[src/rtl/regrdy_pkg.sv]
package regrdy_pkg;

    localparam int SRC_CNT = 2;

    typedef logic [SRC_CNT-1:0] src_mask_t;

    // Tags at or beyond the limit are untracked
    function automatic logic tag_tracked(input int unsigned tag, input int unsigned lim);
        return tag < lim;
    endfunction

endpackage

[src/rtl/regrdy_scoreboard.sv]
module regrdy_scoreboard
    import regrdy_pkg::*;
#(
    parameter int NUM_PREGS = 16,
    parameter int TAG_W     = 5
) (
    input  logic                              clk,
    input  logic                              rst_n,
    input  logic                              set_vld_i,
    input  logic [TAG_W-1:0]                  set_tag_i,
    input  logic                              clr_vld_i,
    input  logic [TAG_W-1:0]                  clr_tag_i,
    input  logic [SRC_CNT-1:0][TAG_W-1:0]     look_tag_i,
    output src_mask_t                         look_rdy_o,
    output logic [NUM_PREGS-1:0]              rdy_o
);

    localparam int IDX_W = (NUM_PREGS > 1) ? $clog2(NUM_PREGS) : 1;

    typedef struct packed {
        logic [NUM_PREGS-1:0] rdy;
    } sb_t;

    sb_t sb_d, sb_q;

    logic set_hit, clr_hit;
    assign set_hit = set_vld_i && tag_tracked(32'(set_tag_i), NUM_PREGS);
    assign clr_hit = clr_vld_i && tag_tracked(32'(clr_tag_i), NUM_PREGS);

    always_comb begin
        sb_d = sb_q;
        if (set_hit) sb_d.rdy[set_tag_i[IDX_W-1:0]] = 1'b1;
        // a newly dispatched producer overrides a same-cycle completion
        if (clr_hit) sb_d.rdy[clr_tag_i[IDX_W-1:0]] = 1'b0;
    end

    always_comb begin
        for (int k = 0; k < SRC_CNT; k++) begin
            if (!tag_tracked(32'(look_tag_i[k]), NUM_PREGS))
                look_rdy_o[k] = 1'b1;
            else
                look_rdy_o[k] = sb_q.rdy[look_tag_i[k][IDX_W-1:0]] ||
                                (set_hit && set_tag_i == look_tag_i[k]);
        end
    end

    always_ff @(posedge clk) begin
        if (!rst_n) sb_q <= '0;
        else        sb_q <= sb_d;
    end

    assign rdy_o = sb_q.rdy;

    a_r2_dst_clears: assert property (@(posedge clk) disable iff (!rst_n)
        clr_hit |=> !sb_q.rdy[$past(clr_tag_i[IDX_W-1:0])]);

    a_r3_cmpl_sets: assert property (@(posedge clk) disable iff (!rst_n)
        (set_hit && !(clr_vld_i && clr_tag_i == set_tag_i)) |=> sb_q.rdy[$past(set_tag_i[IDX_W-1:0])]);

    a_r4_untracked_cmpl: assert property (@(posedge clk) disable iff (!rst_n)
        (set_vld_i && !tag_tracked(32'(set_tag_i), NUM_PREGS) && !clr_hit) |=> $stable(sb_q.rdy));

endmodule

[src/rtl/regrdy_slot.sv]
module regrdy_slot
    import regrdy_pkg::*;
#(
    parameter int TAG_W = 5
) (
    input  logic                          clk,
    input  logic                          rst_n,
    input  logic                          disp_i,
    input  logic [SRC_CNT-1:0][TAG_W-1:0] src_tag_i,
    input  src_mask_t                     src_pend_i,
    input  logic                          wake_i,
    input  logic [TAG_W-1:0]              wake_tag_i,
    input  logic                          squash_i,
    input  logic                          release_i,
    output logic                          ready_o
);

    typedef struct packed {
        logic                          valid;
        logic                          squashed;
        src_mask_t                     pend;
        logic [SRC_CNT-1:0][TAG_W-1:0] tag;
    } slot_t;

    slot_t s_d, s_q;

    always_comb begin
        s_d = s_q;
        if (disp_i) begin
            s_d.valid    = 1'b1;
            s_d.squashed = 1'b0;
            s_d.pend     = src_pend_i;
            s_d.tag      = src_tag_i;
        end else if (release_i) begin
            s_d.valid    = 1'b0;
            s_d.squashed = 1'b0;
            s_d.pend     = '0;
        end else if (squash_i && s_q.valid) begin
            s_d.squashed = 1'b1;
            s_d.pend     = '0;
        end else if (wake_i && s_q.valid && !s_q.squashed) begin
            for (int k = 0; k < SRC_CNT; k++)
                if (s_q.tag[k] == wake_tag_i) s_d.pend[k] = 1'b0;
        end
    end

    always_ff @(posedge clk) begin
        if (!rst_n) s_q <= '0;
        else        s_q <= s_d;
    end

    assign ready_o = s_q.valid && !s_q.squashed && (s_q.pend == '0);

    a_r9_squash_blocks: assert property (@(posedge clk) disable iff (!rst_n)
        (squash_i && !disp_i && !release_i) |=> !ready_o);

    a_r10_release_clears: assert property (@(posedge clk) disable iff (!rst_n)
        (release_i && !disp_i) |=> !ready_o);

endmodule

[src/rtl/regrdy_wakeup.sv]
module regrdy_wakeup
    import regrdy_pkg::*;
#(
    parameter  int NUM_PREGS = 16,
    parameter  int NUM_SLOTS = 4,
    parameter  int TAG_W     = 5,
    localparam int SLOT_W    = (NUM_SLOTS > 1) ? $clog2(NUM_SLOTS) : 1
) (
    input  logic                              clk,
    input  logic                              rst_n,
    input  logic                              disp_valid,
    input  logic [SLOT_W-1:0]                 disp_slot,
    input  logic                              disp_dst_vld,
    input  logic [TAG_W-1:0]                  disp_dst,
    input  logic [1:0]                        disp_src_vld,
    input  logic [1:0]                        disp_src_rdy,
    input  logic [1:0][TAG_W-1:0]             disp_src_tag,
    input  logic                              cmpl_valid,
    input  logic [TAG_W-1:0]                  cmpl_tag,
    input  logic [NUM_SLOTS-1:0]              squash_mask,
    input  logic [NUM_SLOTS-1:0]              release_mask,
    output logic [NUM_SLOTS-1:0]              slot_ready,
    output logic [NUM_PREGS-1:0]              reg_ready
);

    src_mask_t look_rdy;
    src_mask_t src_pend;
    logic      wake_vld;

    regrdy_scoreboard #(.NUM_PREGS(NUM_PREGS), .TAG_W(TAG_W)) u_sb (
        .clk        (clk),
        .rst_n      (rst_n),
        .set_vld_i  (cmpl_valid),
        .set_tag_i  (cmpl_tag),
        .clr_vld_i  (disp_valid && disp_dst_vld),
        .clr_tag_i  (disp_dst),
        .look_tag_i (disp_src_tag),
        .look_rdy_o (look_rdy),
        .rdy_o      (reg_ready)
    );

    // an operand waits only if present, not flagged by rename and not yet produced
    assign src_pend = disp_src_vld & ~disp_src_rdy & ~look_rdy;
    assign wake_vld = cmpl_valid && tag_tracked(32'(cmpl_tag), NUM_PREGS);

    for (genvar g = 0; g < NUM_SLOTS; g++) begin : g_slot
        regrdy_slot #(.TAG_W(TAG_W)) u_slot (
            .clk        (clk),
            .rst_n      (rst_n),
            .disp_i     (disp_valid && disp_slot == SLOT_W'(g)),
            .src_tag_i  (disp_src_tag),
            .src_pend_i (src_pend),
            .wake_i     (wake_vld),
            .wake_tag_i (cmpl_tag),
            .squash_i   (squash_mask[g]),
            .release_i  (release_mask[g]),
            .ready_o    (slot_ready[g])
        );
    end

    a_r7_same_cycle_capture: assert property (@(posedge clk) disable iff (!rst_n)
        (disp_valid && disp_src_vld == 2'b01 && cmpl_valid &&
         tag_tracked(32'(cmpl_tag), NUM_PREGS) && disp_src_tag[0] == cmpl_tag)
        |=> slot_ready[$past(disp_slot)]);

    a_r5_no_sources_ready: assert property (@(posedge clk) disable iff (!rst_n)
        (disp_valid && disp_src_vld == 2'b00) |=> slot_ready[$past(disp_slot)]);

endmodule

[config.mk]
export PLATFORM = sky130hd
export DESIGN_NAME = regrdy_wakeup
export DESIGN_NICKNAME = d
export VERILOG_FILES = /design/src/rtl/regrdy_pkg.sv /design/src/rtl/regrdy_scoreboard.sv /design/src/rtl/regrdy_slot.sv /design/src/rtl/regrdy_wakeup.sv
export SDC_FILE = /design/constraint.sdc
export NUM_CORES = 1
export LEC_CHECK = 0
export BUFFER_PORTS_ARGS = -buffer_cell sky130_fd_sc_hd__buf_2
export CORE_MARGIN = 2
export CORE_UTILIZATION = 45
export DETAILED_ROUTE_END_ITERATION = 8
export PLACE_DENSITY = 0.62
export REMOVE_ABC_BUFFERS = 1
export SYNTH_ARGS = -nofsm -noshare
export SYNTH_HDL_FRONTEND = slang
export SYNTH_SLANG_ARGS = --single-unit
[constraint.sdc]
create_clock -name clk -period 4.2 [get_ports clk]
set_input_delay 0.21 -clock clk [delete_from_list [all_inputs] [get_ports clk]]
set_output_delay 0.21 -clock clk [all_outputs]
set_load 0.01 [all_outputs]
== After elaboration in Yosys (flattened, before gate mapping) ==
Cells that the tools add are included.

* Order comparisons: 10
* Eq/ne operators: 13
* Multiplexer cells: 44
* Bitwise operators: 8
* Reductions and logical operators: 70

{| class="wikitable"
|+ Operator list
! kind !! count
|-
| 5-bit equality test || 10
|-
| 4-bit nonzero test || 12
|-
| 16-bit 2-to-1 mux || 2
|-
| 1-bit logical AND || 31
|-
| 1-bit 2-to-1 mux || 22
|-
| 4-bit by 5-bit less-than comparator with 1-bit output, second input constant || 4
|-
| 5-bit less-than comparator, second input constant || 4
|-
| 16-bit bitwise AND || 1
|-
| 2-bit 2-to-1 mux || 8
|-
| 4-bit 2-to-1 mux || 4
|-
| 16-bit NOT || 1
|-
| 16-bit bitwise OR || 1
|-
| 2-bit AND reduction || 8
|-
| 3-bit 2-to-1 mux || 4
|-
| 3-bit OR reduction || 4
|-
| 2-bit logical NOT || 5
|-
| 1-bit binary-select mux with 4-bit select || 2
|-
| 1-bit demux with 4-bit select || 2
|-
| 4-bit by 1-bit >= comparator with 1-bit output, second input constant || 2
|-
| 2-bit nonzero test || 4
|-
| 2-bit bitwise AND || 2
|-
| 2-bit equality test, second input constant || 2
|-
| 1-bit logical NOT || 4
|-
| 2-bit NOT || 2
|-
| 3 further kinds || 4
|}

* Register bits after elaboration: 72
* Input bits: 39
* Output and inout bits: 20
* Word-level logic and storage cells: 170

== Depth between registers and ports, before layout ==
* Word-level depth: 8
* Gate-level depth with buffers: 6
* Depth with buffers taken out: 4

== Modules after synthesis ==
A second synthesis with hierarchy kept.

* Cell total of the unflattened synthesis: 396
* Area total of the unflattened synthesis: 3878.7 µm²

{| class="wikitable"
|+ Modules (own cells, without submodules)
! module !! instances !! cells each !! area each (µm²)
|-
| regrdy_slot || 4 || 64 || 678.2
|-
| regrdy_scoreboard || 1 || 132 || 1101.1
|-
| regrdy_wakeup || 1 || 8 || 65.1
|}

== Worst setup path after synthesis ==
OpenSTA, ideal clock, no wires.

* Path type: input-to-reg
* Start: input cmpl_tag[3]
* End: register g_slot[0].u_slot.s_q[11] (netlist bit)
* Library setup time: 0.135 ns
* Arrival: 1.530 ns
* Required time: 4.065 ns
* Slack: 2.535 ns
* Stages on the path: 6
* Path through: clkbuf_1 > buf_1 > xnor2_1 > nand4_1 > o311ai_0 > o41ai_1

* Longest elaborated chain between the ends: 8
* Elaborated cells on any way between the ends: 15
* Those cells by class: order compare (1); eq/ne (2); mux (2); bitwise (2); reduce/logical (8)

{| class="wikitable"
|+ Ends and longest elaborated chain
! what !! line !! RTL
|-
| start, declared || regrdy_wakeup.sv:19 || <nowiki>input logic [TAG_W-1:0] cmpl_tag,</nowiki>
|-
| 5-bit less-than comparator || regrdy_pkg.sv:9 || <nowiki>return tag < lim;</nowiki>
|-
| 1-bit logical AND || regrdy_scoreboard.sv:27, regrdy_wakeup.sv:44 ||
|-
| 1-bit logical AND || regrdy_scoreboard.sv:43 || <nowiki>(set_hit && set_tag_i == look_tag_i[k]);</nowiki>
|-
| 1-bit logical OR || regrdy_scoreboard.sv:42 || <nowiki>look_rdy_o[k] = sb_q.rdy[look_tag_i[k][IDX_W-1:0]] ||</nowiki>
|-
| 1-bit 2-to-1 mux || regrdy_scoreboard.sv:39 || <nowiki>if (!tag_tracked(32'(look_tag_i[k]), NUM_PREGS))</nowiki>
|-
| 2-bit NOT || regrdy_wakeup.sv:43 || <nowiki>assign src_pend = disp_src_vld & ~disp_src_rdy & ~look_rdy;</nowiki>
|-
| 2-bit bitwise AND || regrdy_wakeup.sv:43 ||
|-
| 4-bit 2-to-1 mux || regrdy_slot.sv:29 || <nowiki>if (disp_i) begin</nowiki>
|-
| end signal, assigned || regrdy_slot.sv:48 || <nowiki>if (!rst_n) s_q <= '0;</nowiki>
|-
| end signal, assigned || regrdy_slot.sv:49 || <nowiki>else s_q <= s_d;</nowiki>
|-
| end, declared || regrdy_slot.sv:25 || <nowiki>slot_t s_d, s_q;</nowiki>
|}

Parallel ways exist; a longest one is shown, timed or not.
A chain may end at the register's enable or synchronous reset.

== Worst setup path in the final report ==
* Start: register u_sb.sb_q (netlist bit u_sb.rdy_o[11])
* End: register g_slot[3].u_slot.s_q[11] (netlist bit)

* Longest elaborated chain between the ends: 7

{| class="wikitable"
|+ Ends and longest elaborated chain
! what !! line !! RTL
|-
| start, declared || regrdy_scoreboard.sv:24 || <nowiki>sb_t sb_d, sb_q;</nowiki>
|-
| start signal, assigned || regrdy_scoreboard.sv:48 || <nowiki>if (!rst_n) sb_q <= '0;</nowiki>
|-
| start signal, assigned || regrdy_scoreboard.sv:49 || <nowiki>else sb_q <= sb_d;</nowiki>
|-
| 1-bit binary-select mux with 4-bit select || regrdy_scoreboard.sv:42 ||
|-
| 1-bit 2-to-1 mux (implied by the code) || regrdy_scoreboard.sv:42 ||
|-
| 1-bit logical OR || regrdy_scoreboard.sv:42 ||
|-
| 1-bit 2-to-1 mux || regrdy_scoreboard.sv:39 ||
|-
| 2-bit NOT || regrdy_wakeup.sv:43 ||
|-
| 2-bit bitwise AND || regrdy_wakeup.sv:43 ||
|-
| 4-bit 2-to-1 mux || regrdy_slot.sv:29 ||
|-
| end signal, assigned || regrdy_slot.sv:48 ||
|-
| end signal, assigned || regrdy_slot.sv:49 ||
|-
| end, declared || regrdy_slot.sv:25 ||
|}

No other way between the ends. The select of a mux whose other input is x is not followed.

==> impl_metrics.json <==
{
  "outcome": "complete, no violations",
  "ir_worst_vdd_mv": 0.149,
  "hold_buffers": 0,
  "fin_cells": 557,
  "clk_path_buf_depth": 2,
  "max_freq_mhz": 543,
  "final_nets": 489,
  "netlist_area_mm2": 0.00360,
  "clk_latency_ns": 0.35,
  "ys.warnings.count": 0,
  "max_cap_viol_count": 0,
  "crit_buf_inv": 0,
  "antenna_left": 0,
  "dieWidth_um": 93.4,
  "ff2ff_setup_slack_ns": 2.36,
  "rsz0062_at_grt": "no",
  "layout_commonest_cell": "nand2_1",
  "grt_pass1_wl_um": 15600,
  "p_per_area_mw_per_mm2": 367,
  "vias": 3207,
  "finalCritPeriodShare": 0.439,
  "end_kind": "flop",
  "numCtsBuffers": 9,
  "wire_per_inst_um": 17.9,
  "synth_cell_type_count": 47,
  "clkTransAtPathRegs_ns": 0.07,
  "layout_common_cells": "nand2_1, dfxtp_1, buf_2",
  "gp_congestion": 0.893,
  "cp-startpoint": "u_sb.rdy_o[11]",
  "dp.cells": 541,
  "rr_startpoint": "u_sb.rdy_o[11]",
  "path_depth": 4,
  "synth.avg_cell_area_um2": 8.65,
  "postLayoutCellArea_mm2": 0.00406,
  "ff2ff_path_depth": 4,
  "drive_gt1_frac": 0.176,
  "die_y_um": 93.4,
  "slowest_delay_ns": 0.84,
  "crit_chain": "mux4_2, o22ai_1, a311oi_1, o41ai_1",
  "drt_first_pass_iters": 5,
  "grt_max_degree": 58,
  "grt_pass1_vias": 3019,
  "ys.flop_type": "dfxtp_1",
  "dpl-instance-area_mm2": 0.00385,
  "min_path_type": "in -> reg",
  "crit_type": "reg -> reg",
  "slew_headroom": 0.316,
  "cts_tree": "built",
  "core_area_mm2": 0.00773,
  "ys_seq_elements": 72,
  "holdWs_ns": 0.0397,
  "area_growth_pct": 13.0,
  "antenna_found_initial": 0,
  "htree_levels": 3,
  "dpl.hpwl_um": 6620,
  "grt.total_usage": 0.236,
  "synth_cells": 416,
  "drt_iter0_drc": 202,
  "synth_edf_count": 0,
  "ys_seq_area_frac": 0.401,
  "worst_pin_slew_ns": 1.02,
  "path_delay_family": "compound AO/OA/AOI/OAI gates",
  "p_leak_nw": 1.44,
  "synthArstFlopShare": 0,
  "skew_ns": 0.00524,
  "endpoint": "g_slot[3].u_slot.s_q[11]",
  "report.final.slew_viol_count": 0,
  "path_max_fanout": 4,
  "routed_wl_um": 9960,
  "critical_path_required_ns": 4.40,
  "io_buffers": 58,
  "initial_core_util": 0.466,
  "antennaDiodeCount": 0,
  "regToRegEndpoint": "g_slot[3].u_slot.s_q[11]",
  "die_area_mm2": 0.00872,
  "drc_errors": 0,
  "cp_slowest_cell": "a311oi_1",
  "post-cts-setup-buffer-count": 0,
  "setup_violations": 0,
  "cts-root-buf": "clkbuf_8",
  "hold_viol_final": 0,
  "critPathArrivalTime_ns": 2.04,
  "tns_ns": 0,
  "cts_sinks": 72,
  "rows": 32,
  "fin_crit_ns": 1.84,
  "crit_path_start_kind": "flop",
  "vias_per_cell": 5.76,
  "ctsResizeCount": 0,
  "grt-ovfl-total": 0,
  "ios": 59
}
[Yosys cell counts, types with 2 or more instances]
| cell type | number | area [µm²] |
|---|---|---|
| and3b_1 | 2 | 17.5 |
| nor2_1 | 10 | 37.5 |
| mux4_2 | 3 | 67.6 |
| nor4b_1 | 5 | 43.8 |
| mux2i_1 | 3 | 30.0 |
| buf_1 | 4 | 15.0 |
| o221a_1 | 14 | 158 |
| buf_2 | 3 | 15.0 |
| dfxtp_1 | 72 | 1440 |
| clkbuf_1 | 22 | 82.6 |
| mux4_1 | 3 | 78.8 |
| a21oi_1 | 48 | 240 |
| nor2b_1 | 2 | 12.5 |
| o31ai_1 | 4 | 30.0 |
| nand4_1 | 8 | 50.1 |
| a2111oi_0 | 4 | 35.0 |
| nand3b_1 | 6 | 45.0 |
| nand2b_1 | 11 | 68.8 |
| nand2_1 | 88 | 330 |
| o41ai_1 | 4 | 35.0 |
| inv_1 | 4 | 15.0 |
| nand3_1 | 9 | 45.0 |
| buf_4 | 5 | 37.5 |
| xnor2_1 | 40 | 350 |
| buf_6 | 2 | 22.5 |
| o311ai_0 | 8 | 70.1 |
| nor3_1 | 7 | 35.0 |
| nor4_1 | 5 | 31.3 |
| or3_1 | 2 | 12.5 |
[metrics by stage]
step                setup WS, ns  total power, mW   util
floorplan                   2.61            0.814      -
global placement            2.23            0.895  0.498
detailed placement          2.21            0.897  0.498
CTS                         2.41             1.50  0.526
global route                2.24             1.55  0.526
finish                      2.36             1.49  0.526
[worst reg2reg max path: stages, from the launching register on]
cell,delay [ns]
dfxtp_1,0.39
mux4_2,0.25
o22ai_1,0.07
a311oi_1,0.84
o41ai_1,0.14
[where the power goes]
part	switching (mW)	internal, mW
clock	0.257	0.351
combinational	0.106	0.0641
sequential	0.0120	0.699
total	0.375	1.11
[final cells by class]
class	instances	area, µm²
Clock buffer	13	149
Fill cell	740	3660
Timing Repair Buffer	59	298
Multi-Input combinational cell	303	1960
Inverter	5	18.8
Sequential cell	72	1440
Tap cell	102	128
Clock inverter	3	65.1
[metal layers]
layer,global-route usage,part of all wire,vias to the layer above
li1,-,-,1552
met1,0.307,0.44,1528
met2,0.380,0.47,114
met3,0.0669,0.077,13
met4,0.0723,0.014,0
met5,0,0,-
[logic make-up (layout without fill, tap and decap cells)]
| kind of cell | count (synthesis) | after routing | synth area share |
|---|---|---|---|
| muxes | 11 | 11 | 0.0553 |
| buffers and inverters | 41 | 80 | 0.0532 |
| and+or+nand+nor | 160 | 160 | 0.213 |
| xor gates and xnor gates | 40 | 40 | 0.0974 |
| AOI/OAI and AO/OA | 92 | 92 | 0.180 |
| DFF | 72 | 72 | 0.401 |
[how the worst min path moves through the flow]
stage / from / end / slack, ns / depth (start not counted)
after global routing: release_mask[3] / g_slot[3].u_slot.s_q[12] / 0.04 / 2
after CTS: release_mask[1] / g_slot[1].u_slot.s_q[12] / 0.03 / 2
after detailed placement: release_mask[1] / g_slot[1].u_slot.s_q[12] / 0.40 / 2
final: release_mask[1] / g_slot[1].u_slot.s_q[12] / 0.04 / 2
after floorplan: release_mask[0] / g_slot[0].u_slot.s_q[12] / 0.29 / 1
after global placement: release_mask[1] / g_slot[1].u_slot.s_q[12] / 0.41 / 2
[flip-flops by register name, summed over array words and instances, names as in the netlist]
signal,count
u_sb.rdy_o,16
g_slot.u_slot.s_q,56
Note: power is estimated with default switching activity, not from simulation.
